**config.mk**
```make
export PLATFORM = sky130hd
export DESIGN_NAME = tgt_policy_ctl
export DESIGN_NICKNAME = d
export VERILOG_FILES = /design/src/rtl/tgt_policy_pkg.sv /design/src/rtl/tgt_policy_ctlreg.sv /design/src/rtl/tgt_policy_decide.sv /design/src/rtl/tgt_policy_seq.sv /design/src/rtl/tgt_policy_ctl.sv
export SDC_FILE = /design/constraint.sdc
export NUM_CORES = 1
export LEC_CHECK = 0
export BUFFER_PORTS_ARGS = -buffer_cell sky130_fd_sc_hd__buf_2
export CAP_MARGIN = 0
export CORE_MARGIN = 1.5
export CORE_UTILIZATION = 32
export CTS_CLUSTER_SIZE = 8
export DETAILED_ROUTE_END_ITERATION = 10
export PLACE_DENSITY = 0.61
export SKIP_CTS_REPAIR_TIMING = 1
export SYNTH_ARGS = -nofsm -noshare
export SYNTH_HDL_FRONTEND = slang
export SYNTH_SLANG_ARGS = --single-unit
```
**constraint.sdc**
```tcl
create_clock -name clk -period 1.3 [get_ports clk]
set_clock_uncertainty 0.2 [all_clocks]
set_input_delay 0 -clock clk [delete_from_list [all_inputs] [get_ports clk]]
set_output_delay 0 -clock clk [all_outputs]
set_load 0.01 [all_outputs]
```
**src/rtl/tgt_policy_pkg.sv**
```systemverilog
package tgt_policy_pkg;

   localparam int CTL_W = 8;

   typedef struct packed {
      logic rsvd7;
      logic single_wr;
      logic single_rd;
      logic retry_pend;
      logic wbuf_on;
      logic line_rd;
      logic wbi_burst;
      logic rsvd0;
   } ctl_t;

   typedef enum logic [1:0] {
      ST_IDLE   = 2'd0,
      ST_ACCEPT = 2'd1,
      ST_RETRY  = 2'd2
   } tstate_t;

   typedef struct packed {
      logic retry;
      logic single;
      logic line;
      logic burst;
   } decision_t;

endpackage

```
**src/rtl/tgt_policy_ctlreg.sv**
```systemverilog
module tgt_policy_ctlreg
   import tgt_policy_pkg::*;
#(
   parameter logic [CTL_W-1:0] RW_MASK = 8'h7E
) (
   input  logic             clk,
   input  logic             rst_n,
   input  logic             we,
   input  logic [CTL_W-1:0] wdata,
   output ctl_t             ctl,
   output logic [CTL_W-1:0] rdata
);
   logic [CTL_W-1:0] ctl_q;

   generate
      for (genvar b = 0; b < CTL_W; b++) begin : g_bit
         if (RW_MASK[b]) begin : g_rw
            always_ff @(posedge clk) begin
               if (!rst_n)  ctl_q[b] <= 1'b0;
               else if (we) ctl_q[b] <= wdata[b];
            end
         end else begin : g_ro
            assign ctl_q[b] = 1'b0;
         end
      end
   endgenerate

   assign ctl   = ctl_t'(ctl_q);
   assign rdata = ctl_q;

   a_r2_load_rw: assert property (@(posedge clk) disable iff (!rst_n)
      we |=> ((rdata & RW_MASK) == ($past(wdata) & RW_MASK)));
   a_r1_reset_zero: assert property (@(posedge clk)
      !rst_n |=> (rdata == '0));
endmodule

```
**src/rtl/tgt_policy_decide.sv**
```systemverilog
module tgt_policy_decide
   import tgt_policy_pkg::*;
#(
   parameter int CMD_W = 4,
   parameter logic [CMD_W-1:0] CMD_RD_MULT = 4'hC,
   parameter logic [CMD_W-1:0] CMD_RD_LINE = 4'hE,
   parameter logic [CMD_W-1:0] CMD_WR_INV  = 4'hF
) (
   input  ctl_t             ctl,
   input  logic [CMD_W-1:0] cmd,
   input  logic             is_write,
   input  logic             pending,
   output decision_t        dec
);
   logic line_cmd;
   logic inv_cmd;

   assign line_cmd = (cmd == CMD_RD_MULT) || (cmd == CMD_RD_LINE);
   assign inv_cmd  = (cmd == CMD_WR_INV);

   always_comb begin
      dec.retry  = ctl.retry_pend & pending;
      dec.single = is_write ? ctl.single_wr : ctl.single_rd;
      dec.line   = ~is_write & (ctl.line_rd | line_cmd) & ~dec.retry;
      dec.burst  = is_write & ctl.wbi_burst & inv_cmd & ~dec.retry;
   end
endmodule

```
**src/rtl/tgt_policy_seq.sv**
```systemverilog
module tgt_policy_seq
   import tgt_policy_pkg::*;
(
   input  logic      clk,
   input  logic      rst_n,
   input  logic      start,
   input  decision_t dec,
   input  logic      data_xfer,
   input  logic      cyc_end,
   output logic      retry,
   output logic      disconnect,
   output logic      line_req,
   output logic      burst_en
);
   tstate_t st_q;
   logic    single_q;
   logic    burst_q;
   logic    line_q;

   always_ff @(posedge clk) begin
      if (!rst_n) begin
         st_q     <= ST_IDLE;
         single_q <= 1'b0;
         burst_q  <= 1'b0;
         line_q   <= 1'b0;
      end else begin
         line_q <= 1'b0;
         unique case (st_q)
            ST_IDLE: if (start) begin
               if (dec.retry) begin
                  st_q     <= ST_RETRY;
                  single_q <= 1'b0;
                  burst_q  <= 1'b0;
               end else begin
                  st_q     <= ST_ACCEPT;
                  single_q <= dec.single;
                  burst_q  <= dec.burst;
                  line_q   <= dec.line;
               end
            end
            ST_ACCEPT: begin
               if (cyc_end) begin
                  st_q     <= ST_IDLE;
                  single_q <= 1'b0;
                  burst_q  <= 1'b0;
               end else if (single_q && data_xfer) begin
                  single_q <= 1'b0;
               end
            end
            ST_RETRY: if (cyc_end) st_q <= ST_IDLE;
            default: st_q <= ST_IDLE;
         endcase
      end
   end

   assign retry      = (st_q == ST_RETRY);
   assign disconnect = (st_q == ST_ACCEPT) & single_q;
   assign burst_en   = (st_q == ST_ACCEPT) & burst_q;
   assign line_req   = line_q;

   a_r3_retry_excl: assert property (@(posedge clk) disable iff (!rst_n)
      retry |-> (!disconnect && !line_req && !burst_en));
   a_r7_line_pulse: assert property (@(posedge clk) disable iff (!rst_n)
      line_req |=> !line_req);
   a_r7_line_after_start: assert property (@(posedge clk) disable iff (!rst_n)
      line_req |-> $past(start));
   a_r5_disc_drops: assert property (@(posedge clk) disable iff (!rst_n)
      (disconnect && data_xfer) |=> !disconnect);
   a_r3_retry_holds: assert property (@(posedge clk) disable iff (!rst_n)
      (retry && !cyc_end) |=> retry);
   a_r10_no_restart: assert property (@(posedge clk) disable iff (!rst_n)
      (burst_en && start && !cyc_end) |=> (burst_en && !line_req));
endmodule

```
**src/rtl/tgt_policy_ctl.sv**
```systemverilog
module tgt_policy_ctl
   import tgt_policy_pkg::*;
#(
   parameter int CMD_W = 4,
   parameter logic [CMD_W-1:0] CMD_RD_MULT = 4'hC,
   parameter logic [CMD_W-1:0] CMD_RD_LINE = 4'hE,
   parameter logic [CMD_W-1:0] CMD_WR_INV  = 4'hF
) (
   input  logic             clk,
   input  logic             rst_n,
   input  logic             ctl_we,
   input  logic [CTL_W-1:0] ctl_wdata,
   output logic [CTL_W-1:0] ctl_rdata,
   input  logic             cyc_start,
   input  logic [CMD_W-1:0] cyc_cmd,
   input  logic             cyc_is_write,
   input  logic             obuf_pending,
   input  logic             data_xfer,
   input  logic             cyc_end,
   output logic             tgt_retry,
   output logic             tgt_disconnect,
   output logic             line_rd_req,
   output logic             ibus_burst_en,
   output logic             wbuf_en
);
   localparam logic [CTL_W-1:0] RW_BITS = 8'h7E;

   generate
      if (CMD_W < 4) begin : g_bad_cmd_w
         $error("tgt_policy_ctl: CMD_W must be at least 4");
      end
      if (CMD_RD_MULT == CMD_RD_LINE) begin : g_bad_codes
         $error("tgt_policy_ctl: read command codes must differ");
      end
   endgenerate

   ctl_t      ctl;
   decision_t dec;

   tgt_policy_ctlreg #(.RW_MASK(RW_BITS)) u_reg (
      .clk(clk), .rst_n(rst_n), .we(ctl_we), .wdata(ctl_wdata),
      .ctl(ctl), .rdata(ctl_rdata)
   );

   tgt_policy_decide #(
      .CMD_W(CMD_W), .CMD_RD_MULT(CMD_RD_MULT),
      .CMD_RD_LINE(CMD_RD_LINE), .CMD_WR_INV(CMD_WR_INV)
   ) u_dec (
      .ctl(ctl), .cmd(cyc_cmd), .is_write(cyc_is_write),
      .pending(obuf_pending), .dec(dec)
   );

   tgt_policy_seq u_seq (
      .clk(clk), .rst_n(rst_n), .start(cyc_start), .dec(dec),
      .data_xfer(data_xfer), .cyc_end(cyc_end),
      .retry(tgt_retry), .disconnect(tgt_disconnect),
      .line_req(line_rd_req), .burst_en(ibus_burst_en)
   );

   assign wbuf_en = ctl.wbuf_on;

   a_r9_wbuf: assert property (@(posedge clk) disable iff (!rst_n)
      ctl_we |=> (wbuf_en == $past(ctl_wdata[3])));
   a_r4_accept_no_retry: assert property (@(posedge clk) disable iff (!rst_n)
      (cyc_start && !tgt_retry && !tgt_disconnect && !ibus_burst_en
       && !ctl_rdata[4]) |=> !tgt_retry);
endmodule

```
# Word level (Yosys, flattened, before mapping)
# Index checks and enable logic that the tools add are counted.
[word_totals]
register_bits = 11
input_bits = 20
out_inout_bits = 13
wordCells = 56
[classes]
n_eq_ne = 9
muxes = 14
bitwise = 14
n_reduce_logical = 9
[op_table]
columns = ["op", "n"]
rows = [
  ["$eq A4 B4 Y1 const B", 3],
  ["$and A1 B1 Y1", 8],
  ["$mux W1", 8],
  ["$mux W2", 3],
  ["$reduce_and A3 Y1", 2],
  ["$not A1 Y1", 5],
  ["$ne A2 B2 Y1 const B", 2],
  ["$pmux W1 S2", 2],
  ["$pmux W2 S2", 1],
  ["$reduce_or A4 Y1", 1],
  ["$ne A3 B2 Y1 const B", 1],
  ["$eq A2 B1 Y1 const B", 1],
  ["$eq A2 B2 Y1 const B", 1],
  ["$logic_not A2 Y1", 1],
  ["$ne A2 B1 Y1 const B", 1],
  ["$reduce_and A2 Y1", 1],
  ["$reduce_bool A2 Y1", 1],
  ["$reduce_or A2 Y1", 1],
  ["$logic_and A1 B1 Y1", 1],
  ["$logic_or A1 B1 Y1", 1],
  ["$or A1 B1 Y1", 1],
]

# Logic depth before layout (Yosys ltp)
[logic_depth]
word_depth = 6
ltp_mapped = 5

# Hierarchy
# Synthesis repeated with hierarchy kept, for this count alone.
[unflattened]
cells_unflattened = 70
hier_area_um2 = 669.4
[by_module_without_submodules]
columns = ["mod", "n_inst", "cells_each", "area_each_um2"]
rows = [
  ["tgt_policy_ctlreg", 1, 30, 307.8],
  ["tgt_policy_seq", 1, 32, 302.8],
  ["tgt_policy_decide", 1, 8, 58.8],
]

# Least setup slack after synthesis
# No wires, ideal clock.
[synth_path]
kind = "reg-to-reg"
startpoint = "register u_seq.st_q[0]"
endpoint = "register u_seq.burst_q"
t_arrival_ns = 1.047
setup_slack_ns = -0.075
stages_incl_launch_ff = 6
cell_sequence = "dfxtp_1 inv_1 ha_1 mux2i_1 o211ai_1 o41ai_2"
[synth_between]
elab_chain_len = 3
word_cells_on_any_way = 7
[synth_lines]
columns = ["element", "line", "rtl"]
rows = [
  ["start: declaration", "tgt_policy_seq.sv:15", "tstate_t st_q;"],
  ["start signal: assignment", "tgt_policy_seq.sv:22", "st_q <= ST_IDLE;"],
  ["start signal: assignment", "tgt_policy_seq.sv:31", "st_q <= ST_RETRY;"],
  ["start signal: assignment", "tgt_policy_seq.sv:35", "st_q <= ST_ACCEPT;"],
  ["$eq A2 B1 Y1 or $logic_not A2 Y1 (tied branches)", "tgt_policy_seq.sv:28", "unique case (st_q)"],
  ["$ne A2 B2 Y1 (no line) or $reduce_bool A2 Y1 (tied branches)", "n/a", ""],
  ["$reduce_and A3 Y1 (no line)", "n/a", ""],
  ["end signal: assignment", "tgt_policy_seq.sv:37", "burst_q <= dec.burst;"],
  ["end: declaration", "tgt_policy_seq.sv:17", "logic burst_q;"],
]
# Several ways; a longest one is shown, not always the timed one.
# A chain may end at the register's enable or synchronous reset.

# Worst setup path in the final report
[layout_path]
startpoint = "register u_seq.st_q[1]"
endpoint = "output tgt_disconnect"
[layout_between]
elab_chain_len = 2
[layout_lines]
columns = ["element", "line", "rtl"]
rows = [
  ["$eq A2 B1 Y1", "tgt_policy_seq.sv:57", "assign disconnect = (st_q == ST_ACCEPT) & single_q;"],
  ["$and A1 B1 Y1", "tgt_policy_seq.sv:57", ""],
  ["end: declaration", "tgt_policy_ctl.sv:21", "output logic tgt_disconnect,"],
]
# No other way between the ends.

==> flow_summary.yaml <==
clock_tree:
  tritoncts_clock_tree: "yes"
  clkSlewWorstSetupHoldPaths_ns: 0.07
  cts_buffers: 3
  clock-root-buffer: "sky130_fd_sc_hd__clkbuf_4"
  clock-sinks: 11
  worst_skew_pair.late_latency_ns: 0.25
  cts-htree-levels: 1
  clock_path_buffers: 2
grt:
  grt_most_used_layer: "met2"
  first_global_vias: 482
  grt_overflow_total: 0
  maximum_number_of_pins_on_one_net_before_global_route_repair: 9
  grt.met3_usage: 0.0240
  grt_usage: 0.122
  global_route.usage.met1: 0.147
  antenna_violations_before_repair: 0
  gr-usage-met2: 0.220
  first_pass_grt_wire_length_um: 1830
logic_synthesis:
  synthesis.area_per_instance_um2: 9.69
  netlist_area_um2: 562
  synth-seq-cells: 11
  ys_seq_area_frac: 0.392
  post_synth_num_cell_types: 23
  synthCells: 58
  ys.warnings.count: 0
power_and_ir_drop:
  pwr-share-seq: 0.451
  power_density_mw_per_mm2: 788
  internal_power_w: 0.000606
  switching_power_w: 0.000210
  leakage_nw: 0.486
  share_clk_of_total_power: 0.276
  p_sw_frac: 0.258
  fin_total_pwr_w: 0.000816
  pwr-share-comb: 0.273
  vdd_drop_max_mv: 0.583
floorplan:
  core_area_mm2: 0.00158
  i_o_pin_cnt: 33
  initial_cell_density_of_the_core: 0.356
  fp.dieH_um: 44.9
  row_count: 14
  die-width_um: 44.9
  fp.dieArea_mm2: 0.00202
routing:
  drc_violation_count_after_routing: 0
  detailedRoute.firstPassIterationCount: 4
  wire_per_inst_um: 11.4
  avgViaCountPerCell: 4.74
  drtIter0Drc: 5
  final_antenna_net_count: 0
  routed_wl_um: 1450
  dr_total_vias: 602
final_layout:
  num-nets-final: 135
  areaGrowthSynthToFinish_pct: 84.4
  drive_gt1_frac: 0.477
  insertedDiodeCount: 0
sta:
  unrepaired_setup_endpoints_after_global_routing: "yes"
  final.setup.worst_slack_ns: -0.0859
  final_worst_path_period_need_ns: 1.39
  final-setup-viol-count: 5
  tns_ns: -0.267
  hold_violation_total_from_the_final_report: 0
  timing.final.crit_share: 1.07
  max_freq_mhz: 722
  report.final.slew_viol_count: 0
setup_path:
  r2r.worst_path.cells: 5
  r2r_setup_slack_ns: -0.04
  crit_fanout: 6
  r2r_end: "u_seq.st_q[1]$_SDFFE_PN0P_"
  critical_path_arrival_ns: 1.19
  reg2reg_start: "u_seq.st_q[0]$_SDFFE_PN0P_"
  critical_path_start_type: "flop"
  crit_path_end_kind: "output pin"
  timing.setup.critical_path_class: "reg2out"
  worst-endpoint-required_ns: 1.10
placed_design:
  numPortBuffers: 28
  place.detailed.hpwl_um: 927
  finalWeightedCongestion: 0.688
min_path:
  holdPathEnd: "u_seq.line_req$_SDFF_PP0_"
  min_from: "cyc_is_write"
  worstHoldPathCells: 3
  hold_class: "in2reg"
run_status:
  status: "finished, violations left"
  violated_checks: "negative setup slack"
run:
  max_cap_viol_count: 0
sequential cells by signal (all words and copies together) (netlist names):
register	cells
u_reg.ctl	6
u_seq.line_req	1
u_seq.single_q	1
u_seq.burst_q	1
u_seq.st_q	2
final cells by class:
cell class | instances | area [um^2]
clock buffer | 4 | 26.3
fill | 121 | 541
inverter | 3 | 16.3
multi-input combinational | 41 | 363
sequential | 11 | 225
tap | 16 | 20.0
timing repair buffer | 52 | 385
synth_stat cells (all sizes together):
cell type / count / area share
nor2b: 3 / 0.033
nand4: 2 / 0.033
o21ai: 2 / 0.018
ha: 3 / 0.067
o211ai: 2 / 0.027
conb: 1 / 0.0067
nor3b: 1 / 0.013
dfxtp: 11 / 0.39
nand4b: 1 / 0.016
o21ba: 1 / 0.018
a21oi: 2 / 0.018
nand4bb: 1 / 0.020
buf: 4 / 0.049
o31ai: 1 / 0.013
nor3: 1 / 0.0089
inv: 3 / 0.020
nor2: 6 / 0.040
and2: 2 / 0.022
nand2: 2 / 0.013
mux2i: 8 / 0.14
o41ai: 1 / 0.029
how the worst max path moves through the flow:
| stage | start | to | cells past startpoint |
|---|---|---|---|
| 6_report | u_seq.st_q[1]$_SDFFE_PN0P_ | tgt_disconnect | 5 |
| 5_1_grt | u_seq.st_q[1]$_SDFFE_PN0P_ | tgt_disconnect | 5 |
| 4_1_cts | u_seq.st_q[1]$_SDFFE_PN0P_ | ibus_burst_en | 5 |
| 3_5_place_dp | u_seq.st_q[0]$_SDFFE_PN0P_ | u_seq.burst_q$_SDFFE_PN0P_ | 5 |
| 3_3_place_gp | u_seq.st_q[0]$_SDFFE_PN0P_ | u_seq.burst_q$_SDFFE_PN0P_ | 5 |
| 2_1_floorplan | u_seq.st_q[1]$_SDFFE_PN0P_ | u_seq.burst_q$_SDFFE_PN0P_ | 5 |
worst max-delay path, cell delays in order (launching register included):
cell and delay, ns:
sky130_fd_sc_hd__dfxtp_2 0.35, sky130_fd_sc_hd__inv_4 0.05, sky130_fd_sc_hd__ha_4 0.17, sky130_fd_sc_hd__buf_6 0.11, sky130_fd_sc_hd__and2_4 0.14, sky130_fd_sc_hd__buf_6 0.11
cells in the final DEF (no fill, tap or decap), types with 2 or more instances in the layout:
cell type                        n
sky130_fd_sc_hd__buf_2          25
sky130_fd_sc_hd__clkbuf_4        3
sky130_fd_sc_hd__dfxtp_1         9
sky130_fd_sc_hd__buf_4           6
sky130_fd_sc_hd__nand2_1         2
sky130_fd_sc_hd__ha_4            2
sky130_fd_sc_hd__mux2i_1         8
sky130_fd_sc_hd__buf_6           4
sky130_fd_sc_hd__nor2_1          6
sky130_fd_sc_hd__a21oi_1         2
sky130_fd_sc_hd__inv_4           2
sky130_fd_sc_hd__and2_4          2
sky130_fd_sc_hd__dlygate4sd3_1  17
sky130_fd_sc_hd__o211ai_1        2
sky130_fd_sc_hd__conb_1          2
kinds of logic after synthesis:
logic type / after synthesis / synth area share
mux: 8 / 0.143
other cells: 1 / 0.00668
simple gates: 19 / 0.200
compound gates: 9 / 0.123
buf+inv: 7 / 0.0690
flops: 11 / 0.392
fa+ha+maj: 3 / 0.0668
power groups by stage:
| stage | combinational, W | sequential, W | clock [W] |
|---|---|---|---|
| after floorplan | 0.0000832 | 0.000377 | 0 |
| after global placement | 0.000159 | 0.000373 | 0 |
| after detailed placement | 0.000160 | 0.000374 | 0 |
| after CTS | 0.000161 | 0.000366 | 0.000234 |
| after global routing | 0.000241 | 0.000371 | 0.000250 |
| final | 0.000223 | 0.000368 | 0.000225 |
per-stage QoR:
| stage | cells | instance area [um^2] | util | worst slack [ns] | hold slack [ns] |
|---|---|---|---|---|---|
| finish | 127 | 1040 | 0.657 | -0.0859 | 0.290 |
| global route | 127 | 1040 | 0.657 | -0.125 | 0.281 |
| CTS | 110 | 791 | 0.502 | -0.150 | -0.261 |
| detailed placement | 106 | 764 | 0.485 | -0.0652 | 0.0214 |
| global placement | 106 | 764 | 0.485 | -0.0837 | 0.0109 |
| floorplan | 59 | 579 | - | -0.00762 | -0.124 |
per-layer routing:
layer	up-vias	part of all wire
met5	-	0
met4	0	0
met3	0	0.043
met2	21	0.53
met1	274	0.43
li1	307	-
Note: power is estimated with default switching activity, not from simulation.
